File: src/rtl/spi_burst_pkg.sv
package spi_burst_pkg;

    // control word bit positions
    localparam int unsigned CB_EN     = 0;
    localparam int unsigned CB_MASTER = 1;
    localparam int unsigned CB_CPHA   = 2;
    localparam int unsigned CB_CPOL   = 3;
    localparam int unsigned CB_LSB    = 6;
    localparam int unsigned CB_TXRST  = 8;
    localparam int unsigned CB_RXRST  = 9;
    localparam int unsigned CB_GO     = 10;
    localparam int unsigned CB_DROP   = 15;

    // status and level field positions
    localparam int unsigned SB_DONE   = 16;
    localparam int unsigned LV_RX_LSB = 0;
    localparam int unsigned LV_TX_LSB = 16;

    localparam int unsigned BYTE_EDGES = 16;

    typedef struct packed {
        logic enable;
        logic master;
        logic cpha;
        logic cpol;
        logic lsb_first;
        logic drop_rx;
    } mode_t;

    typedef enum logic [1:0] {
        ST_IDLE,
        ST_FETCH,
        ST_SHIFT,
        ST_DONE
    } eng_state_e;

    function automatic logic [7:0] shift_in(input logic [7:0] cur, input logic bit_in,
                                            input logic lsb_first);
        return lsb_first ? {bit_in, cur[7:1]} : {cur[6:0], bit_in};
    endfunction

    function automatic logic [7:0] shift_out(input logic [7:0] cur, input logic lsb_first);
        return lsb_first ? {1'b0, cur[7:1]} : {cur[6:0], 1'b0};
    endfunction

endpackage

File: src/rtl/sbe_fifo.sv
module sbe_fifo #(
    parameter int W     = 8,
    parameter int DEPTH = 64
) (
    input  logic                       clk,
    input  logic                       rst,
    input  logic                       clr,
    input  logic                       push,
    input  logic [W-1:0]               push_data,
    input  logic                       pop,
    output logic [W-1:0]               head,
    output logic [$clog2(DEPTH):0]     level
);
    // DEPTH is a power of two so the pointers wrap on their own
    localparam int AW = $clog2(DEPTH);
    localparam int LW = AW + 1;

    logic [W-1:0]  mem [DEPTH];
    logic [AW-1:0] wr_ptr;
    logic [AW-1:0] rd_ptr;
    logic [LW-1:0] count;
    logic          do_push;
    logic          do_pop;

    assign do_push = push && (count != LW'(DEPTH));
    assign do_pop  = pop && (count != '0);
    assign head    = mem[rd_ptr];
    assign level   = count;

    always_ff @(posedge clk) begin
        if (do_push) begin
            mem[wr_ptr] <= push_data;
        end
    end

    always_ff @(posedge clk) begin
        if (rst || clr) begin
            wr_ptr <= '0;
            rd_ptr <= '0;
            count  <= '0;
        end else begin
            if (do_push) begin
                wr_ptr <= wr_ptr + 1'b1;
            end
            if (do_pop) begin
                rd_ptr <= rd_ptr + 1'b1;
            end
            count <= count + LW'(do_push) - LW'(do_pop);
        end
    end

endmodule

File: src/rtl/sbe_shifter.sv
module sbe_shifter
    import spi_burst_pkg::*;
(
    input  logic       clk,
    input  logic       rst,
    input  logic       sck_en,
    input  logic       cpol,
    input  logic       cpha,
    input  logic       lsb_first,
    input  logic       load,
    input  logic [7:0] load_data,
    input  logic       miso,
    output logic       done,
    output logic [7:0] rx_byte,
    output logic       sck,
    output logic       mosi
);
    localparam int EW = $clog2(BYTE_EDGES);

    logic          active;
    logic [EW-1:0] edge_idx;
    logic [7:0]    tx_sr;
    logic [7:0]    rx_sr;
    logic [7:0]    rx_next;
    logic          sck_q;
    logic          leading;
    logic          sample_now;
    logic          shift_now;
    logic          last_edge;

    always_comb begin
        leading    = ~edge_idx[0];
        last_edge  = (edge_idx == EW'(BYTE_EDGES - 1));
        sample_now = cpha ? ~leading : leading;
        if (cpha) begin
            shift_now = leading && (edge_idx != '0);
        end else begin
            shift_now = ~leading && ~last_edge;
        end
        rx_next = sample_now ? shift_in(rx_sr, miso, lsb_first) : rx_sr;
    end

    always_ff @(posedge clk) begin
        if (rst) begin
            active   <= 1'b0;
            edge_idx <= '0;
            tx_sr    <= '0;
            rx_sr    <= '0;
            rx_byte  <= '0;
            sck_q    <= 1'b0;
            done     <= 1'b0;
        end else begin
            done <= 1'b0;
            if (!active) begin
                sck_q <= cpol;
                if (load) begin
                    active   <= 1'b1;
                    tx_sr    <= load_data;
                    edge_idx <= '0;
                end
            end else if (sck_en) begin
                sck_q    <= ~sck_q;
                edge_idx <= edge_idx + 1'b1;
                rx_sr    <= rx_next;
                if (shift_now) begin
                    tx_sr <= shift_out(tx_sr, lsb_first);
                end
                if (last_edge) begin
                    active  <= 1'b0;
                    done    <= 1'b1;
                    rx_byte <= rx_next;
                end
            end
        end
    end

    assign sck  = sck_q;
    assign mosi = lsb_first ? tx_sr[0] : tx_sr[7];

endmodule

File: src/rtl/sbe_ctrl.sv
module sbe_ctrl
    import spi_burst_pkg::*;
#(
    parameter int CNT_W = 24
) (
    input  logic             clk,
    input  logic             rst,
    input  logic             ctrl_wr,
    input  logic [31:0]      ctrl_wdata,
    input  logic [CNT_W-1:0] burst_len,
    input  logic [CNT_W-1:0] tx_len,
    input  logic             tx_empty,
    input  logic [7:0]       tx_head,
    input  logic             sh_done,
    input  logic [7:0]       sh_rx,
    output mode_t            mode,
    output logic             tx_clr,
    output logic             rx_clr,
    output logic             tx_pop,
    output logic             sh_load,
    output logic [7:0]       sh_data,
    output logic             rx_push,
    output logic [7:0]       rx_data,
    output logic             burst_done,
    output logic [31:0]      ctrl_q
);
    eng_state_e       state;
    logic             go_q;
    logic [CNT_W-1:0] bytes_left;
    logic [CNT_W-1:0] tx_left;
    logic             from_tx;
    logic             start_ok;

    assign start_ok = ctrl_wr && ctrl_wdata[CB_GO] && ctrl_wdata[CB_EN] &&
                      ctrl_wdata[CB_MASTER];

    always_comb begin
        tx_pop     = 1'b0;
        sh_load    = 1'b0;
        sh_data    = 8'h00;
        rx_push    = 1'b0;
        rx_data    = sh_rx;
        burst_done = 1'b0;
        unique case (state)
            ST_FETCH: begin
                if (bytes_left != '0) begin
                    if (tx_left != '0) begin
                        if (!tx_empty) begin
                            tx_pop  = 1'b1;
                            sh_load = 1'b1;
                            sh_data = tx_head;
                        end
                    end else begin
                        sh_load = 1'b1;
                    end
                end
            end
            ST_SHIFT: begin
                if (sh_done) begin
                    rx_push = !(mode.drop_rx && from_tx);
                end
            end
            ST_DONE: burst_done = 1'b1;
            default: ;
        endcase
    end

    always_ff @(posedge clk) begin
        if (rst) begin
            state      <= ST_IDLE;
            go_q       <= 1'b0;
            bytes_left <= '0;
            tx_left    <= '0;
            from_tx    <= 1'b0;
            mode       <= '0;
            tx_clr     <= 1'b0;
            rx_clr     <= 1'b0;
        end else begin
            tx_clr <= ctrl_wr && ctrl_wdata[CB_TXRST];
            rx_clr <= ctrl_wr && ctrl_wdata[CB_RXRST];
            if (ctrl_wr) begin
                mode.enable    <= ctrl_wdata[CB_EN];
                mode.master    <= ctrl_wdata[CB_MASTER];
                mode.cpha      <= ctrl_wdata[CB_CPHA];
                mode.cpol      <= ctrl_wdata[CB_CPOL];
                mode.lsb_first <= ctrl_wdata[CB_LSB];
                mode.drop_rx   <= ctrl_wdata[CB_DROP];
            end
            unique case (state)
                ST_IDLE: begin
                    if (start_ok) begin
                        go_q       <= 1'b1;
                        bytes_left <= burst_len;
                        tx_left    <= tx_len;
                        state      <= ST_FETCH;
                    end
                end
                ST_FETCH: begin
                    if (bytes_left == '0) begin
                        state <= ST_DONE;
                    end else if (sh_load) begin
                        from_tx <= (tx_left != '0);
                        state   <= ST_SHIFT;
                    end
                end
                ST_SHIFT: begin
                    if (sh_done) begin
                        bytes_left <= bytes_left - 1'b1;
                        if (from_tx) begin
                            tx_left <= tx_left - 1'b1;
                        end
                        state <= ST_FETCH;
                    end
                end
                ST_DONE: begin
                    go_q  <= 1'b0;
                    state <= ST_IDLE;
                end
                default: state <= ST_IDLE;
            endcase
        end
    end

    always_comb begin
        ctrl_q            = '0;
        ctrl_q[CB_EN]     = mode.enable;
        ctrl_q[CB_MASTER] = mode.master;
        ctrl_q[CB_CPHA]   = mode.cpha;
        ctrl_q[CB_CPOL]   = mode.cpol;
        ctrl_q[CB_LSB]    = mode.lsb_first;
        ctrl_q[CB_TXRST]  = tx_clr;
        ctrl_q[CB_RXRST]  = rx_clr;
        ctrl_q[CB_GO]     = go_q;
        ctrl_q[CB_DROP]   = mode.drop_rx;
    end

endmodule

File: src/rtl/spi_burst_engine.sv
module spi_burst_engine
    import spi_burst_pkg::*;
#(
    parameter int FIFO_DEPTH = 64,
    parameter int CNT_W      = 24
) (
    input  logic             clk,
    input  logic             rst,
    input  logic             sck_en,
    input  logic             ctrl_wr,
    input  logic [31:0]      ctrl_wdata,
    output logic [31:0]      ctrl_q,
    input  logic [CNT_W-1:0] burst_len,
    input  logic [CNT_W-1:0] tx_len,
    input  logic [31:0]      int_en,
    input  logic             sta_wr,
    input  logic [31:0]      sta_wdata,
    output logic [31:0]      status,
    output logic             irq,
    output logic [31:0]      fifo_status,
    input  logic             tx_push,
    input  logic [7:0]       tx_push_data,
    input  logic             rx_pop,
    output logic [7:0]       rx_pop_data,
    output logic             sck,
    output logic             mosi,
    input  logic             miso
);
    localparam int LVL_W = $clog2(FIFO_DEPTH) + 1;

    mode_t            mode;
    logic             tx_clr, rx_clr, tx_pop;
    logic             sh_load, sh_done, rx_push, burst_done;
    logic [7:0]       sh_data, sh_rx, rx_data, tx_head;
    logic [LVL_W-1:0] tx_lvl, rx_lvl;
    logic             done_flag;

    sbe_fifo #(.W(8), .DEPTH(FIFO_DEPTH)) u_txq (
        .clk(clk), .rst(rst), .clr(tx_clr),
        .push(tx_push), .push_data(tx_push_data),
        .pop(tx_pop), .head(tx_head), .level(tx_lvl)
    );

    sbe_fifo #(.W(8), .DEPTH(FIFO_DEPTH)) u_rxq (
        .clk(clk), .rst(rst), .clr(rx_clr),
        .push(rx_push), .push_data(rx_data),
        .pop(rx_pop), .head(rx_pop_data), .level(rx_lvl)
    );

    sbe_ctrl #(.CNT_W(CNT_W)) u_ctrl (
        .clk(clk), .rst(rst),
        .ctrl_wr(ctrl_wr), .ctrl_wdata(ctrl_wdata),
        .burst_len(burst_len), .tx_len(tx_len),
        .tx_empty(tx_lvl == '0), .tx_head(tx_head),
        .sh_done(sh_done), .sh_rx(sh_rx),
        .mode(mode), .tx_clr(tx_clr), .rx_clr(rx_clr),
        .tx_pop(tx_pop), .sh_load(sh_load), .sh_data(sh_data),
        .rx_push(rx_push), .rx_data(rx_data),
        .burst_done(burst_done), .ctrl_q(ctrl_q)
    );

    sbe_shifter u_shift (
        .clk(clk), .rst(rst), .sck_en(sck_en),
        .cpol(mode.cpol), .cpha(mode.cpha), .lsb_first(mode.lsb_first),
        .load(sh_load), .load_data(sh_data), .miso(miso),
        .done(sh_done), .rx_byte(sh_rx), .sck(sck), .mosi(mosi)
    );

    always_ff @(posedge clk) begin
        if (rst) begin
            done_flag <= 1'b0;
        end else if (burst_done) begin
            done_flag <= 1'b1;
        end else if (sta_wr && sta_wdata[SB_DONE]) begin
            done_flag <= 1'b0;
        end
    end

    always_comb begin
        status                       = '0;
        status[SB_DONE]              = done_flag;
        fifo_status                  = '0;
        fifo_status[LV_RX_LSB +: LVL_W] = rx_lvl;
        fifo_status[LV_TX_LSB +: LVL_W] = tx_lvl;
    end

    assign irq = done_flag && int_en[SB_DONE];

endmodule

File: config.mk
export PLATFORM = sky130hd
export DESIGN_NAME = spi_burst_engine
export DESIGN_NICKNAME = d
export VERILOG_FILES = /design/src/rtl/spi_burst_pkg.sv /design/src/rtl/sbe_fifo.sv /design/src/rtl/sbe_shifter.sv /design/src/rtl/sbe_ctrl.sv /design/src/rtl/spi_burst_engine.sv
export SDC_FILE = /design/constraint.sdc
export NUM_CORES = 1
export LEC_CHECK = 0
export ABC_CLOCK_PERIOD_IN_PS = 3600
export CORE_ASPECT_RATIO = 0.75
export CORE_MARGIN = 8
export CORE_UTILIZATION = 54
export CTS_CLUSTER_SIZE = 24
export DETAILED_ROUTE_END_ITERATION = 10
export GPL_TIMING_DRIVEN = 0
export HOLD_SLACK_MARGIN = 0.12
export PLACE_DENSITY_LB_ADDON = 0.15
export SLEW_MARGIN = 20
export SYNTH_ARGS = -nofsm -noshare
export SYNTH_HDL_FRONTEND = slang
export SYNTH_SLANG_ARGS = --single-unit
File: constraint.sdc
create_clock -name clk -period 3.6 [get_ports clk]
set_input_delay 0.54 -clock clk [delete_from_list [all_inputs] [get_ports clk]]
set_output_delay 0.54 -clock clk [all_outputs]
set_load 0.01 [all_outputs]
==> results.md, run 1 <==
* # port buffers at 108
* Worst hold slack at 0.271 ns
* LEAKAGE at 0.0161 uW
* Xor/xnor share of the synthesized area at 0.533%
* M3 GR Usage at 8.28%
* Core area at between 80000 and 90000 um2
* Global-route track usage on met1 at a little under two fifths
* Critical Path Most Common Cell: mux4_2
* Die boundary width at 359 um
* Final wirelength at around 120000 um
* Mux cell area share after synthesis at 14.7%
* Largest family of logic cells by synthesized area: multiplexers
* Distinct cells, synth at 74
* TritonRoute pass-1 iters at 8
* Synth Flop Type: edfxtp_1
* Worst Path Buf+Inv at 4
* Pwr dens at 534 nW/um2
* Slack of the critical path at -0.187 ns
* Ports at around 270
* Slew Viols, Final at 0
* Synth top area share at 64.5%
* Worst endpoint required time at just over 3 ns
* Worst rel slew slack at a little under a third
* Via count at 27.4k
* Final Cycle Share at 105%
* Critical Path End Type: output port
* Tmin final at 3.79 ns
* Met2 usage at 33.6%
* Final setup viols at 24
* Starting Density at 54.4%
* Grt peak-use layer: met1
* Die area at 98100 um2
* Setup crit start kind: register
* Gr usage total at 24.5%
* Insertion delay to the later sink of the worst-skew pair at 0.69 ns
* Post-synth top area cell: edfxtp_1
* WP data arrival at 3.25 ns
* Synth Area in Compound Gates at 4.75%
* Largest net degree at the start of global routing at 66
* RD Place Congestion at 0.919
* Area growth syn-to-layout at 15.5%
* Non-Filler Instances at 4387
* Top cells by count, synth: 1024 x edfxtp_1, 328 x nor2_1, 251 x mux4_2
* Filler Cells Inserted at roughly 6.2k
* Max-cap violations at 0
* Total Power at about 30000 uW
* First-pass GRT wire length at 179000 um
* Max Fclk at 0.264 GHz
* Synth Area per Inst at 16.9 um2
* Most numerous cell in the Yosys netlist: edfxtp_1
* Clk buf depth at 3
* Row cnt at 94
* H-tree Lvls at 3
* Sequential area share after synthesis at 70.5%
* Yosys warning count at 0
* Clock transition at the registers of the reported paths at 0.07 ns
* CTS root buf: clkbuf_16
* Async SR Flop Fraction at 0%
* Placed cells at 4169
* Cells after synthesis at between 2k and 3k
* Final Hold Violating Endpoints at 0
* Clk_skew at 0.0334 ns
* Vias per Instance at 6.24
* DRT antenna net count at 0
* Post-DP HPWL at between 80000 and 90000 um
* CP max stage cell: mux4_2
* Mapped Area at 47700 um2
* Layout cells sized above 1 at 22.8%
* Antenna violations before repair at 3
* Top Family by Delay on Critical Path: multiplexers
* Initial DRC count at 3377
* Num CTS Buffers at 109
* DR WL/cell at 27.9 um
* Final nets at 3332
* Violated checks: setup timing
* Post-Synth Simple-Gate Area at 5.70%
* WS Path Type: register to output port
* CTS tree: yes
* CTS hold repair buffers at 0
* Dpl ws at -0.718 ns
* Grt ovf at 0
* Worst-path maximum fanout at 6
* Post-synth EDFFs at 1024
* Inserted Diodes at 0
* Slew @ Worst Pin at 1.04 ns
* CP Cell Sequence: buf_12 -> buf_8 -> buf_12 -> mux4_2 -> mux4_2 -> mux4_2 -> buf_6
* Vias in the first global route at 26.4k
* Synth Area in Adders at less than 1%
* DRC at 0
* Maximum VDD drop at roughly 520 uV
* Top cells by area, synth: edfxtp_1 65%, mux4_2 12%, dfxtp_1 6.0%
* Layout Utilization at 62.9%
* Outcome: complete, but fails checks
* CTS Sinks at 1166
* RSZ-0062 raised after global routing: yes
* Die Y at between 200 and 300 um
* Max incr delay on CP at 0.56 ns
* Hold Crit Class: input pin to register
* #FFs+latches synth at 1166
==> power by group <==
group / switching (uW) / internal [uW]
Sequential: 126 / 14700
Clock: 5000 / 6570
Combinational: 1590 / 1380
Total: 6720 / 22700
==> state kept, by name, indices dropped and copies added, names as in the netlist, 7 cells and up, named ones only <==
signal             cells
u_shift.rx_sr          8
u_rxq.level            7
u_shift.tx_sr          8
u_ctrl.tx_left        24
u_rxq.mem            512
u_txq.level            7
u_ctrl.bytes_left     24
u_shift.rx_byte        8
u_txq.mem            512
==> placed cells by master, fill, tap and decap left out, types with 9 or more instances in the layout <==
cell	instances
nand4_1	13
inv_1	40
nor3_1	22
conb_1	72
o21ai_0	87
clkdlybuf4s50_1	92
clkbuf_1	87
bufinv_16	10
xnor2_1	12
a22oi_1	47
buf_2	37
a21oi_1	106
clkbuf_16	113
o22ai_1	9
buf_1	18
nand2_1	113
nand3_1	21
buf_6	16
clkinv_2	16
buf_4	100
nor2b_1	18
dfxtp_1	133
a221oi_1	21
xor2_1	17
buf_12	24
nor2_1	252
a211oi_1	24
nor2_2	72
clkinv_1	18
mux4_2	251
ha_1	25
edfxtp_1	1024
mux2i_1	117
==> stage by stage <==
stage                     instance area (um2)  TNS, ns
final                                   55100    -1.41
after global routing                    55100   -14.90
after CTS                               54900    -3.00
after detailed placement                50700   -13.32
after global placement                  50500    -9.63
after floorplan                         47900        0
==> path summary, 6_finish.rpt <==
path	from	endpoint	slack (ns)	depth (start not counted)
max	register	rx_pop_data[0]	-0.19	7
min	tx_push_data[7]	u_txq.mem[33][7]$_DFFE_PP_	0.27	1
max reg2reg	u_ctrl.state[1]$_SDFFE_PP0P_	u_rxq.mem[58][1]$_DFFE_PP_	-0.03	7
min reg2reg	done_flag$_SDFFE_PP0P_	done_flag$_SDFFE_PP0P_	0.48	2
==> cell type report <==
cell class	count	area (um2)	area share (%)
flip-flops and latches	1166	33600	61.0
clock inverters	56	576	1.05
clock buffers	146	3000	5.45
inverters	41	154	0.279
repair buffers	134	1540	2.79
well taps	1152	1440	2.62
multi-input cells	1457	13200	23.9
plain buffers	235	1580	2.86
==> what timing repair did <==
action / CTS / global route
endpoints found under the setup margin: 92 / 518
setup buffers: 14 / 1
cloned: 4 / 1
pin swaps: 3 / 2
gates resized for setup: 148 / 96
==> cell families (layout without fill, tap and decap cells) <==
group,Yosys count,in the layout
mux,376,376
buf+inv,277,612
xor+xnor,29,29
other cells,1,72
simple gates,597,597
fa+ha+maj,28,28
flops,1166,1166
compound gates,355,355
==> metal layers <==
| metal | wire length [um] | share of wire (%) |
|---|---|---|
| met1 | 54800 | 45 |
| met2 | 50700 | 41 |
| met3 | 14700 | 12 |
| met4 | 2080 | 1.7 |
| met5 | 7 | 0.0057 |
==> worst reg2reg max path, cell delays in order (launching register included) <==
cell and delay [ns]:
dfxtp_1 0.46, nor2b_1 0.16, buf_2 0.26, nand3_1 0.24, a21oi_2 0.46, nor2b_1 0.37, nand2_1 0.61, nor2_2 0.68
Power figures use the tool's default switching activity.
==> inputs of run 2 (changes only) <==
--- a/config.mk
+++ b/config.mk
@@ -9,6 +9,7 @@
 export CORE_ASPECT_RATIO = 0.75
 export CORE_MARGIN = 8
 export CORE_UTILIZATION = 54
+export CTS_CLUSTER_DIAMETER = 50
 export CTS_CLUSTER_SIZE = 24
 export DETAILED_ROUTE_END_ITERATION = 10
 export GPL_TIMING_DRIVEN = 0
==> run 2 against run 1 <==
The flow still finishes with violations (setup timing). Wire length shrank 1.4%. Largest cell class unchanged. Hold slack lost 0.0034 ns. Non-clock buffer count grew 4. Maximum frequency grew 0.53%. Setup slack gained 0.020 ns. Total power shrank 3.1%. Count of clock-buffer cells in the layout shrank 49. Global-route usage shrank 0.31 points. Sequential share of layout area grew 0.38 points. Design area shrank 0.62%.
==> results.md, run 2 (synthesis results as in run 1) <==
* Max incr delay on CP at 0.56 ns (about the same)
* Grt ovf at 0 (unchanged)
* Die boundary width at 359 um (unchanged)
* Final Hold Violating Endpoints at 0 (unchanged)
* Critical Path End Type: output port
* CP max stage cell: mux4_2
* DRC at 0 (unchanged)
* Dpl ws at -0.718 ns (unchanged)
* Total Neg Setup Slack at -1.10 ns (+0.301 ns)
* First-pass GRT wire length at 177000 um (-1.2%)
* Area growth syn-to-layout at 14.8%
* Die area at 98100 um2 (unchanged)
* Final wirelength at 121000 um (-1.4%)
* Pwr dens at 520 nW/um2 (-2.5%)
* H-tree Lvls at 3 (unchanged)
* Worst-path maximum fanout at 10 (+4)
* Antenna violations before repair at 3 (unchanged)
* DRT antenna net count at 0 (unchanged)
* Commonest cells after routing, fill and taps aside: 1024 x edfxtp_1, 260 x nor2_1, 251 x mux4_2, 133 x dfxtp_1, 117 x mux2i_1
* Final Cycle Share at 105% (-0.56 points)
* Clock transition at the registers of the reported paths at 0.08 ns (about the same)
* RSZ-0062 raised after global routing: yes
* R2R Setup Slk at 0.07 ns (+0.10 ns)
* Row cnt at 94 (unchanged)
* Max Fclk at 0.265 GHz (+0.53%)
* Ports at 267 (unchanged)
* CTS tree: yes
* Maximum VDD drop at 480 uV (-8.1%)
* Clk buf depth at 3 (unchanged)
* Inserted Diodes at 0 (unchanged)
* Placed inst area at 50700 um2 (unchanged)
* DR WL/cell at 27.7 um (-0.83%)
* Final nets at 3318 (-0.42%)
* Largest net degree at the start of global routing at 66 (unchanged)
* Vias in the first global route at 26.2k (-0.88%)
* Regs by FF count: u_rxq.mem (512), u_txq.mem (512)
* Core area at 87600 um2 (unchanged)
* LEAKAGE at 0.0159 uW (-0.92%)
* TritonRoute pass-1 iters at 6 (-2)
* Gr usage total at 24.2% (-0.31 points)
* Num CTS Buffers at 91 (-17%)
* Slack of the critical path at -0.167 ns (+0.0200 ns)
* Commonest non-fill, non-tap cell in the layout: edfxtp_1
* Filler Cells Inserted at 6220 (+0.32%)
* CTS root buf: clkbuf_16
* Multi-input gate area at 13100 um2 (-0.30%)
* Outcome: complete, but fails checks
* CTS hold repair buffers at 0 (unchanged)
* Post-route cell area at 54700 um2 (-0.62%)
* Sequential cell area at 33600 um2 (unchanged)
* Starting Density at 54.4% (unchanged)
* Violated checks: setup timing
* Layout Utilization at 62.5% (-0.39 points)
* CTS Sinks at 1166 (unchanged)
* Worst endpoint required time at 3.06 ns (about the same)
* Post-DP HPWL at 83400 um (unchanged)
* # port buffers at 108 (unchanged)
* Worst rel slew slack at 30.3% (-0.16 points)
* Slew Viols, Final at 0 (unchanged)
* Die Y at 273 um (unchanged)
* Insertion delay to the later sink of the worst-skew pair at 0.68 ns (about the same)
* Critical Path Most Common Cell: mux4_2
* CP Cell Sequence: buf_12 -> buf_6 -> mux4_2 -> mux4_2 -> mux4_2 -> buf_6
* Tmin final at 3.77 ns (-0.0200 ns)
* Slew @ Worst Pin at 1.05 ns (+0.00235 ns)
* Clk_skew at 0.0426 ns (+0.00918 ns)
* Layout cells sized above 1 at 23.1% (+0.29 points)
* Initial DRC count at 3370 (-0.21%)
* Vias per Instance at 6.22 (-0.24%)
* Final setup viols at 8 (-67%)
* Max-cap violations at 0 (unchanged)
* Worst hold slack at 0.268 ns (-0.00335 ns)
* Setup crit start kind: register
* RD Place Congestion at 0.919 (unchanged)
* Via count at 27.1k (-0.86%)
* WS Path Type: register to output port
* Hold Crit Class: input pin to register
* WP data arrival at 3.23 ns (-0.02 ns)
-- run 2: layer usage --
| layer | GRT usage (%) | share of wire, % |
|---|---|---|
| met4 | 4.67 | 1.8 |
| met2 | 33.1 | 42 |
| met3 | 7.36 | 12 |
| met5 | 0 | 0.0058 |
| met1 | 38.4 | 45 |
-- run 2: area by class of cell --
type,instances,share of cell area [%]
well taps,1152,2.63
multi-input cells,1457,24.0
clock buffers,97,4.34
clock inverters,74,1.64
flip-flops and latches,1166,61.4
inverters,41,0.281
plain buffers,235,2.88
repair buffers,138,2.81
-- run 2: critical path, delay by kind of cell (launching register included) --
kind                   cells  cell delay (ns)
flip-flops                 1             0.40
buffers and inverters      3             0.53
multiplexers               3             1.64
-- run 2: report_power, final --
group          switching [uW]  internal, uW  leakage [uW]
Sequential                122         14700       0.00929
Clock                    5440          5270       0.00158
Combinational            1580          1370       0.00506
-- run 2: timing repair --
item / 4_1_cts / 5_1_grt
pin swaps: 3 / 6
gates resized for setup: 148 / 87
gates cloned: 4 / 1
endpoints found under the hold margin: 0 / 0
setup buffers: 15 / 4
endpoints found under the setup margin: 91 / 424
-- run 2: worst paths after layout --
check,from,depth (start not counted),to
setup / recovery,register,6,rx_pop_data[0]
hold / removal,tx_push_data[7],1,u_txq.mem[0][7]$_DFFE_PP_
setup reg to reg,u_ctrl.state[0]$_SDFFE_PP0P_,8,u_rxq.mem[57][4]$_DFFE_PP_
hold reg to reg,done_flag$_SDFFE_PP0P_,2,done_flag$_SDFFE_PP0P_
-- run 2: through the flow --
stage               std cells  power (uW)
global placement         4160       17600
CTS                      4359       28600
detailed placement       4169       17700
finish                   4360       28500
floorplan                2900       16800
global route             4360       29300
